`src/rtl/sram_cyc_pkg.sv`:
```
package sram_cyc_pkg;

  typedef enum logic [2:0] {
    ST_IDLE    = 3'd0,
    ST_SETUP   = 3'd1,
    ST_ACCESS  = 3'd2,
    ST_HOLD    = 3'd3,
    ST_RECOVER = 3'd4
  } cyc_state_t;

  // Whole cycles needed to cover a time in ns at a clock period in ps.
  function automatic int unsigned ns_to_cycles(input int unsigned t_ns,
                                               input int unsigned clk_ps);
    int unsigned c;
    c = (t_ns * 1000 + clk_ps - 1) / clk_ps;
    return (c == 0) ? 1 : c;
  endfunction

  function automatic int unsigned max3(input int unsigned a,
                                       input int unsigned b,
                                       input int unsigned c);
    int unsigned m;
    m = (a > b) ? a : b;
    return (m > c) ? m : c;
  endfunction

endpackage

```
`src/rtl/sram_cyc_timer.sv`:
```
module sram_cyc_timer #(
  parameter int CW = 5
) (
  input  logic          clk,
  input  logic          rst,
  input  logic          load,
  input  logic [CW-1:0] val,
  output logic          zero
);
  logic [CW-1:0] cnt;

  always_ff @(posedge clk) begin
    if (rst) begin
      cnt <= '0;
    end else if (load) begin
      cnt <= val;
    end else if (cnt != '0) begin
      cnt <= cnt - 1'b1;
    end
  end

  assign zero = (cnt == '0);
endmodule

```
`src/rtl/sram_pf_lockout.sv`:
```
module sram_pf_lockout #(
  parameter int PF_HOLD = 8
) (
  input  logic clk,
  input  logic rst,
  input  logic pf,
  output logic locked
);
  localparam int LW = $clog2(PF_HOLD + 1);
  localparam logic [LW-1:0] HOLD_V = LW'(PF_HOLD);

  logic [LW-1:0] cnt;

  always_ff @(posedge clk) begin
    if (rst) begin
      cnt <= '0;
    end else if (pf) begin
      cnt <= HOLD_V;
    end else if (cnt != '0) begin
      cnt <= cnt - 1'b1;
    end
  end

  assign locked = pf | (cnt != '0);
endmodule

```
`src/rtl/sram_cyc_fsm.sv`:
```
module sram_cyc_fsm
  import sram_cyc_pkg::*;
#(
  parameter int AW      = 11,
  parameter int DW      = 8,
  parameter int SU_CYC  = 1,
  parameter int ACC_CYC = 20,
  parameter int WP_CYC  = 3,
  parameter int REC_CYC = 2,
  parameter int CW      = 5
) (
  input  logic          clk,
  input  logic          rst,
  input  logic          req,
  input  logic          wr,
  input  logic [AW-1:0] addr,
  input  logic [DW-1:0] wdata,
  input  logic          pf,
  input  logic          locked,
  input  logic          tmr_zero,
  output logic          tmr_load,
  output logic [CW-1:0] tmr_val,
  output logic          ack,
  output logic          err,
  output logic [DW-1:0] rdata,
  output logic [AW-1:0] mem_addr,
  output logic          ce_n,
  output logic          oe_n,
  output logic          we_n,
  output logic [DW-1:0] dq_o,
  output logic          dq_oe,
  input  logic [DW-1:0] dq_i
);
  localparam logic [CW-1:0] SU_V  = CW'(SU_CYC - 1);
  localparam logic [CW-1:0] ACC_V = CW'(ACC_CYC - 1);
  localparam logic [CW-1:0] WP_V  = CW'(WP_CYC - 1);
  localparam logic [CW-1:0] REC_V = CW'(REC_CYC - 1);

  cyc_state_t    state;
  logic          wr_q;
  logic [DW-1:0] wd_q;

  // Timer reload decisions, aligned with the state changes below.
  always_comb begin
    tmr_load = 1'b0;
    tmr_val  = '0;
    unique case (state)
      ST_IDLE: begin
        if (req && !locked) begin
          tmr_load = 1'b1;
          tmr_val  = SU_V;
        end
      end
      ST_SETUP: begin
        if (wr_q && pf) begin
          tmr_load = 1'b1;
          tmr_val  = REC_V;
        end else if (tmr_zero) begin
          tmr_load = 1'b1;
          tmr_val  = wr_q ? WP_V : ACC_V;
        end
      end
      ST_ACCESS: begin
        if (wr_q && pf) begin
          tmr_load = 1'b1;
          tmr_val  = REC_V;
        end
      end
      ST_HOLD: begin
        tmr_load = 1'b1;
        tmr_val  = REC_V;
      end
      default: ;
    endcase
  end

  always_ff @(posedge clk) begin
    if (rst) begin
      state    <= ST_IDLE;
      wr_q     <= 1'b0;
      wd_q     <= '0;
      ack      <= 1'b0;
      err      <= 1'b0;
      rdata    <= '0;
      mem_addr <= '0;
      ce_n     <= 1'b1;
      oe_n     <= 1'b1;
      we_n     <= 1'b1;
      dq_o     <= '0;
      dq_oe    <= 1'b0;
    end else begin
      ack <= 1'b0;
      err <= 1'b0;
      unique case (state)
        ST_IDLE: begin
          if (req && !locked) begin
            mem_addr <= addr;
            wr_q     <= wr;
            wd_q     <= wdata;
            state    <= ST_SETUP;
          end
        end
        ST_SETUP: begin
          if (wr_q && pf) begin
            ack   <= 1'b1;
            err   <= 1'b1;
            state <= ST_RECOVER;
          end else if (tmr_zero) begin
            ce_n <= 1'b0;
            if (wr_q) begin
              we_n  <= 1'b0;
              dq_o  <= wd_q;
              dq_oe <= 1'b1;
            end else begin
              oe_n <= 1'b0;
            end
            state <= ST_ACCESS;
          end
        end
        ST_ACCESS: begin
          if (wr_q) begin
            if (pf) begin
              we_n  <= 1'b1;
              ce_n  <= 1'b1;
              dq_oe <= 1'b0;
              ack   <= 1'b1;
              err   <= 1'b1;
              state <= ST_RECOVER;
            end else if (tmr_zero) begin
              we_n  <= 1'b1;
              ack   <= 1'b1;
              state <= ST_HOLD;
            end
          end else if (tmr_zero) begin
            rdata <= dq_i;
            ack   <= 1'b1;
            ce_n  <= 1'b1;
            oe_n  <= 1'b1;
            state <= ST_IDLE;
          end
        end
        ST_HOLD: begin
          ce_n  <= 1'b1;
          dq_oe <= 1'b0;
          state <= ST_RECOVER;
        end
        ST_RECOVER: begin
          if (tmr_zero) begin
            state <= ST_IDLE;
          end
        end
        default: state <= ST_IDLE;
      endcase
    end
  end
endmodule

```
`src/rtl/sram_cyc_ctrl.sv`:
```
module sram_cyc_ctrl
  import sram_cyc_pkg::*;
#(
  parameter int AW       = 11,
  parameter int DW       = 8,
  parameter int CLK_PS   = 5000,
  parameter int GRADE_NS = 100,
  parameter int SU_CYC   = 1,
  parameter int WP_CYC   = 3,
  parameter int REC_CYC  = 2,
  parameter int PF_HOLD  = 8
) (
  input  logic          clk,
  input  logic          rst,
  input  logic          pwr_fail_i,
  input  logic          req_i,
  input  logic          wr_i,
  input  logic [AW-1:0] addr_i,
  input  logic [DW-1:0] wdata_i,
  output logic          ack_o,
  output logic          err_o,
  output logic [DW-1:0] rdata_o,
  output logic [AW-1:0] mem_addr_o,
  output logic          mem_ce_n_o,
  output logic          mem_oe_n_o,
  output logic          mem_we_n_o,
  output logic [DW-1:0] mem_dq_o,
  output logic          mem_dq_oe_o,
  input  logic [DW-1:0] mem_dq_i
);
  localparam int ACC_CYC = int'(ns_to_cycles(GRADE_NS, CLK_PS));
  localparam int CMAX    = int'(max3(ACC_CYC, WP_CYC, max3(SU_CYC, REC_CYC, 1)));
  localparam int CW      = $clog2(CMAX + 1);

  logic          locked;
  logic          tmr_load;
  logic [CW-1:0] tmr_val;
  logic          tmr_zero;

  sram_pf_lockout #(.PF_HOLD(PF_HOLD)) u_lock (
    .clk    (clk),
    .rst    (rst),
    .pf     (pwr_fail_i),
    .locked (locked)
  );

  sram_cyc_timer #(.CW(CW)) u_tmr (
    .clk  (clk),
    .rst  (rst),
    .load (tmr_load),
    .val  (tmr_val),
    .zero (tmr_zero)
  );

  sram_cyc_fsm #(
    .AW(AW), .DW(DW), .SU_CYC(SU_CYC), .ACC_CYC(ACC_CYC),
    .WP_CYC(WP_CYC), .REC_CYC(REC_CYC), .CW(CW)
  ) u_fsm (
    .clk      (clk),
    .rst      (rst),
    .req      (req_i),
    .wr       (wr_i),
    .addr     (addr_i),
    .wdata    (wdata_i),
    .pf       (pwr_fail_i),
    .locked   (locked),
    .tmr_zero (tmr_zero),
    .tmr_load (tmr_load),
    .tmr_val  (tmr_val),
    .ack      (ack_o),
    .err      (err_o),
    .rdata    (rdata_o),
    .mem_addr (mem_addr_o),
    .ce_n     (mem_ce_n_o),
    .oe_n     (mem_oe_n_o),
    .we_n     (mem_we_n_o),
    .dq_o     (mem_dq_o),
    .dq_oe    (mem_dq_oe_o),
    .dq_i     (mem_dq_i)
  );
endmodule

```
`config.mk`:
```
export PLATFORM = sky130hd
export DESIGN_NAME = sram_cyc_ctrl
export DESIGN_NICKNAME = d
export VERILOG_FILES = /design/src/rtl/sram_cyc_pkg.sv /design/src/rtl/sram_cyc_timer.sv /design/src/rtl/sram_pf_lockout.sv /design/src/rtl/sram_cyc_fsm.sv /design/src/rtl/sram_cyc_ctrl.sv
export SDC_FILE = /design/constraint.sdc
export NUM_CORES = 1
export LEC_CHECK = 0
export ABC_CLOCK_PERIOD_IN_PS = 2220
export CORE_ASPECT_RATIO = 0.9
export CORE_MARGIN = 10
export CORE_UTILIZATION = 43
export DETAILED_ROUTE_END_ITERATION = 8
export PLACE_DENSITY = 0.76
export SETUP_SLACK_MARGIN = 0.02
export SLEW_MARGIN = 40
export SYNTH_ARGS = -nofsm -noshare
export SYNTH_HDL_FRONTEND = slang
export SYNTH_HIERARCHICAL = 1
export SYNTH_SLANG_ARGS = --single-unit
export TNS_END_PERCENT = 5
```
`constraint.sdc`:
```
create_clock -name clk -period 2.22 [get_ports clk]
set_input_delay 0.444 -clock clk [delete_from_list [all_inputs] [get_ports clk]]
set_output_delay 0.444 -clock clk [all_outputs]
set_load 0.01 [all_outputs]
```
==> key figures, run 1 <==
Floorplan
  • Core Rows: 25
  • Starting Density: 44.69%
  • Chip height: 90.32 um
  • I/O pins: 65
  • Core Region: 0.005286 mm2
  • Die X: 98.13 um
  • Die Footprint: 0.008863 mm2

Clocking
  • # hold bufs at CTS: 0
  • CTS Sinks: 54
  • CTS root buffer: clkbuf_8
  • Clock Latency Late Sink: 0.31 ns
  • Clock transition at the registers of the reported paths: 0.10 ns
  • Total CTS buffers: 5
  • CTS Buffer Depth: 2
  • CTS tree: done
  • H-tree depth: 2

Power and ir drop
  • Leak Pwr: 1.234 nW
  • Worst vdd ir: 0.0005519 V
  • Sw Share: 33.18%
  • Sw power: 0.8899 mW
  • Pwr Density: 825.0 mW/mm2
  • Comb power frac: 34.9%
  • Clock Power Share: 22.1%
  • Sequential share of power: 43.0%
  • Internal: 1.792 mW

STA
  • Period utilisation layout: 90.35%
  • Final setup fails: 0
  • Slew at the pin with the worst max-slew slack: 0.5791 ns
  • Final Hold Viols: 0
  • Achievable Freq: 498.6 MHz
  • Skew final: 0.01042 ns
  • Slew Limit Fails: 0
  • Fin Hold WS: 0.4599 ns
  • Rel. slew slack: 61.34%
  • Crit path time final: 2.006 ns
  • Setup TNS: 0 ns
  • Unrepaired setup endpoints after global routing: false

Run
  • Max-cap check violation count: 0

Cells and area
  • # diodes: 0
  • # nets final: 374
  • Layout cell share with drive strength beyond 1: 11.76%
  • Layout area overhead: 37.61%

Detailed routing
  • Detailed Route WL: 5984 um
  • Drt first pass iters: 4
  • DRC: 0
  • Total number of vias: 2049
  • Antenna Violating Nets Remaining: 0
  • First DRT Iteration DRCs: 120
  • Via-to-Cell Ratio: 5.034
  • Wire length per cell: 14.70 um

Yosys
  • Cells after Synth: 268
  • Number of enable flip-flop cells after synthesis: 0
  • Yosys warnings: 6
  • Primary FF master, synth: dfxtp_1
  • Sequential share of the synthesized area: 45.76%
  • Avg Inst Size Synth: 8.814 um2
  • Unique masters post-synth: 44
  • Netlist Area Pre-Place: 0.002362 mm2
  • Register bit count reported by yosys: 54
  • Async SR Flop Fraction: 0%

Setup path
  • Crit path DAT: 2.21 ns
  • Worst path required time: 2.42 ns
  • Setup crit end kind: flip-flop
  • Crit Path Class: reg -> reg
  • Crit start category: flip-flop
  • Critical Path Fanout Max: 8

Global route
  • Total grt overflow: 0
  • Initial antenna violation count: 0
  • Number of global-route vias before repair: 2038
  • First-pass GRT wire length: 10140 um
  • Pin count of the biggest net entering global routing: 28
  • GRT Total Usage: 13.44%

Place
  • Post-DP HPWL: 4435 um
  • I/O Buffers: 64
  • Gpl congestion: 0.9596

Worst hold path
  • Worst Hold Class: in -> reg

Status
  • Status: finished clean
## state kept, by name (all words and copies together), names as in the netlist
signal / cells
u_fsm/mem_addr: 11
u_fsm/dq_o: 8
u_fsm/rdata: 8
u_fsm/wd_q: 8
u_tmr/cnt: 5
u_lock/cnt: 4
u_fsm/state: 3
u_fsm/ack: 1
u_fsm/ce_n: 1
u_fsm/dq_oe: 1
u_fsm/err: 1
u_fsm/oe_n: 1
u_fsm/we_n: 1
u_fsm/wr_q: 1
## metal layers
metal | routed length (um) | global-route usage, % | share of wire (%) | vias up
met5 | 0 | 0 | 0 | -
li1 | - | - | - | 1051
met3 | 529 | 6.733 | 8.8 | 7
met4 | 67 | 3.461 | 1.1 | 0
met2 | 2779 | 20.71 | 46 | 59
met1 | 2608 | 16.18 | 44 | 932
## critical path, cell delays in order, from the launching register on
cell and delay (ns):
dfxtp_1 0.33, inv_1 0.07, ha_2 0.21, nor4b_4 0.31, inv_1 0.15, nor4_4 0.34
buf_6 0.21, mux2i_1 0.21, nor2_1 0.06
## cell families after synthesis
kind of cell             synth area share (%)
AND/OR/NAND/NOR                         23.68
multiplexers                            8.051
other                                  0.1587
buffers and inverters                   5.932
flip-flops                              45.76
adder cells (fa/ha/maj)                 2.066
AO/OA/AOI/OAI                           13.24
XOR/XNOR                                1.112
## cell type report
type,count,area (um2)
clock buffer,6,82.58
clock inverter,2,17.52
fill,487,2036
inverter,12,45.04
multi-input combinational,186,1181
sequential,54,1081
tap,67,83.83
timing repair buffer,80,759.5
## stage by stage
| stage | worst slack, ns | total power [mW] | cell area [um2] | util (%) | std cells |
|---|---|---|---|---|---|
| 2_1_floorplan | 0.07793 | 1.763 | 2389 | - | 269 |
| 3_3_place_gp | 0.1124 | 2.073 | 3133 | 59.27 | 399 |
| 3_5_place_dp | 0.06219 | 2.093 | 3133 | 59.27 | 399 |
| 4_1_cts | 0.05803 | 2.686 | 3233 | 61.16 | 407 |
| 5_1_grt | 0.03130 | 2.862 | 3251 | 61.49 | 407 |
| 6_report | 0.2142 | 2.682 | 3251 | 61.49 | 407 |
## cells in the mapped netlist (3+ instances only)
master,count,area (um2)
o31ai_1,3,22.52
nor2_1,25,93.84
buf_2,4,20.02
ha_1,3,37.54
inv_1,12,45.04
a21oi_1,27,135.1
buf_4,5,37.54
mux2i_1,19,190.2
nor2b_1,3,18.77
dfxtp_1,54,1081
nand2_1,49,183.9
clkbuf_1,7,26.28
xnor2_1,3,26.28
nand2b_1,4,25.02
nor3_1,10,50.05
o21ai_1,3,15.01
nand2b_4,3,41.29
nor4_1,3,18.77
## cells in the final DEF (no fill, tap or decap), types with 2 or more instances in the layout
cell type,count
a211oi_1,2
a21oi_1,27
and2_1,2
buf_4,15
clkbuf_8,6
clkdlybuf4s50_1,63
clkinv_4,2
conb_1,2
dfxtp_1,54
ha_1,2
inv_1,12
mux2i_1,19
nand2_1,49
nand2b_1,4
nand2b_4,3
nand3_1,2
nor2_1,25
nor2b_1,3
nor3_1,9
nor4_1,3
o21ai_1,3
o31ai_1,2
xnor2_1,3
## power by group through the flow
stage | Combinational [mW] | Sequential [mW] | Clock [mW]
global route | 1.04 | 1.17 | 0.658
CTS | 0.927 | 1.15 | 0.607
global placement | 0.902 | 1.17 | 0
floorplan | 0.601 | 1.16 | 0
finish | 0.936 | 1.15 | 0.593
detailed placement | 0.920 | 1.17 | 0
## repair_timing
action / 4_1_cts / 5_1_grt
gates resized for setup: 0 / 3
hold endpoints to repair: 0 / 0
buffers inserted: 0 / 0
endpoints found under the setup margin: 0 / 13
## worst paths after layout
path | start | to | slack, ns | depth (start not counted)
setup / recovery | u_tmr/cnt[0] | u_fsm/dq_o[2] | 0.21 | 8
hold / removal | rst | u_fsm/we_n | 0.46 | 3
setup reg to reg | u_tmr/cnt[0] | u_fsm/dq_o[2] | 0.21 | 8
hold reg to reg | u_fsm/mem_addr[8] | u_fsm/mem_addr[8] | 0.46 | 2
No activity file was read; power rests on OpenSTA's default activity.
==> run 2, diff against run 1 <==
--- a/config.mk
+++ b/config.mk
@@ -11,6 +11,7 @@
 export CORE_UTILIZATION = 43
 export DETAILED_ROUTE_END_ITERATION = 8
 export PLACE_DENSITY = 0.76
+export RECOVER_POWER = 100
 export SETUP_SLACK_MARGIN = 0.02
 export SLEW_MARGIN = 40
 export SYNTH_ARGS = -nofsm -noshare
==> run 2 against run 1 <==
Compared with the run above: via count up 0.73%; core utilization is 0.88 points lower; critical path depth is the same; combinational power is 6.6% lower; count of clock-buffer cells in the layout stayed put; sequential power about the same; clock skew increased by 0.00061 ns; sequential cell count stayed put; cell count did not move; total power fell by 2.5%; register-to-register slack worse by 0.04 ns; critical endpoint is now u_fsm/rdata[0].
==> key figures, run 2 (synthesis results as in run 1) <==
Setup path
  • Crit path DAT: 2.26 ns
  • Max stage delay on crit path: 0.46 ns
  • Crit Path Class: reg -> reg
  • Worst path required time: 2.43 ns
  • Setup crit end kind: flip-flop
  • CP cell instances: inv_1 -> ha_2 -> nor4b_4 -> clkbuf_1 -> nand2b_4 -> or3_4 -> mux2i_1 -> nor2_1
  • CP Launch Point: u_tmr/cnt[0]
  • Critical Path Fanout Max: 8
  • Crit start category: flip-flop
  • Slowest cell on crit path: or3_4
  • FF-to-FF Start: u_tmr/cnt[0]

Power and ir drop
  • Tot Pwr: 2.616 mW
  • Worst vdd ir: 0.0005415 V
  • Pwr Density: 816.4 mW/mm2
  • Leak Pwr: 1.313 nW

Floorplan
  • Core Region: 0.005286 mm2
  • Chip height: 90.32 um
  • Core Rows: 25
  • Die X: 98.13 um
  • Die Footprint: 0.008863 mm2
  • Starting Density: 44.69%
  • I/O pins: 65

Worst hold path
  • Worst Hold Launch: rst
  • Worst Hold Class: in -> reg

STA
  • Fin Hold WS: 0.4553 ns
  • Period utilisation layout: 92.22%
  • Setup TNS: 0 ns
  • Final setup fails: 0
  • Skew final: 0.01103 ns
  • Final Hold Viols: 0
  • Achievable Freq: 488.4 MHz
  • Crit path time final: 2.047 ns
  • Final worst slack: 0.1726 ns
  • Rel. slew slack: 64.91%
  • Slew Limit Fails: 0
  • Unrepaired setup endpoints after global routing: false
  • Slew at the pin with the worst max-slew slack: 0.5256 ns

Detailed routing
  • First DRT Iteration DRCs: 104
  • Antenna Violating Nets Remaining: 0
  • DRC: 0
  • Wire length per cell: 14.68 um
  • Total number of vias: 2064
  • Detailed Route WL: 5976 um
  • Via-to-Cell Ratio: 5.071
  • Drt first pass iters: 4

Place
  • Post-DP HPWL: 4435 um
  • I/O Buffers: 64
  • Gpl congestion: 0.9596
  • Setup WS pre-CTS: 0.06219 ns

Cells and area
  • Layout area overhead: 35.65%
  • Max FFs per register: 11
  • Commonest non-fill, non-tap cell in the layout: dfxtp_1
  • # diodes: 0
  • Layout cell share with drive strength beyond 1: 10.29%
  • Commonest non-fill, non-tap cells in the layout: 54 x dfxtp_1, 49 x nand2_1, 33 x dlygate4sd3_1
  • Biggest register: u_fsm/mem_addr
  • Utilization after layout: 60.62%
  • # nets final: 374

Clocking
  • Clock Latency Late Sink: 0.31 ns
  • CTS root buffer: clkbuf_8
  • # Post-CTS Setup Buffers: 0
  • Total CTS buffers: 5
  • H-tree depth: 2
  • # hold bufs at CTS: 0
  • CTS Buffer Depth: 2
  • Post-CTS sizing: 0
  • Clock transition at the registers of the reported paths: 0.10 ns
  • CTS tree: done
  • CTS Sinks: 54

Global route
  • Initial antenna violation count: 0
  • Pin count of the biggest net entering global routing: 28
  • Number of global-route vias before repair: 2038
  • First-pass GRT wire length: 10140 um
  • Total grt overflow: 0
  • GRT Total Usage: 13.44%

Run
  • Max-cap check violation count: 0

Status
  • Status: finished clean
==> run 2: cell type report <==
cell class	count	area, um2
clock inverter	2	17.52
timing repair buffer	80	747.0
tap	67	83.83
inverter	12	45.04
sequential	54	1081
clock buffer	6	82.58
fill	499	2082
multi-input combinational	186	1147
==> run 2: where the power goes <==
| part | leakage (nW) | internal [mW] | switching [mW] | total, mW |
|---|---|---|---|---|
| Sequential | 0.438 | 1.06 | 0.0886 | 1.15 |
| Clock | 0.0514 | 0.258 | 0.337 | 0.594 |
| Combinational | 0.823 | 0.427 | 0.447 | 0.874 |
==> run 2: metrics by stage <==
step	cells	instance area [um2]
after global routing	407	3204
after CTS	407	3233
after detailed placement	399	3133
after global placement	399	3133
after floorplan	269	2389
final	407	3204
==> run 2: routing by layer <==
layer  track usage, %  part of all wire (%)  vias to the layer above
li1                 -                     -                     1049
met1            16.18                    44                      944
met2            20.71                    46                       64
met3            6.733                   9.3                        7
met4            3.461                   1.1                        0
met5                0                     0                        -
==> run 2: worst max-delay path: cells and delay by family (launching register included) <==
family	cells	cell delay [ns]
adder cells (fa/ha/maj)	1	0.21
buffers and inverters	2	0.29
flip-flops	1	0.33
multiplexers	1	0.18
AND/OR/NAND/NOR	4	0.91
==> run 2: path summary, 6_finish.rpt <==
kind / end / slack (ns) / cells past startpoint
setup / recovery: u_fsm/rdata[0] / 0.17 / 8
hold / removal: u_fsm/we_n / 0.46 / 3
setup reg to reg: u_fsm/rdata[0] / 0.17 / 8
hold reg to reg: u_fsm/mem_addr[8] / 0.46 / 2
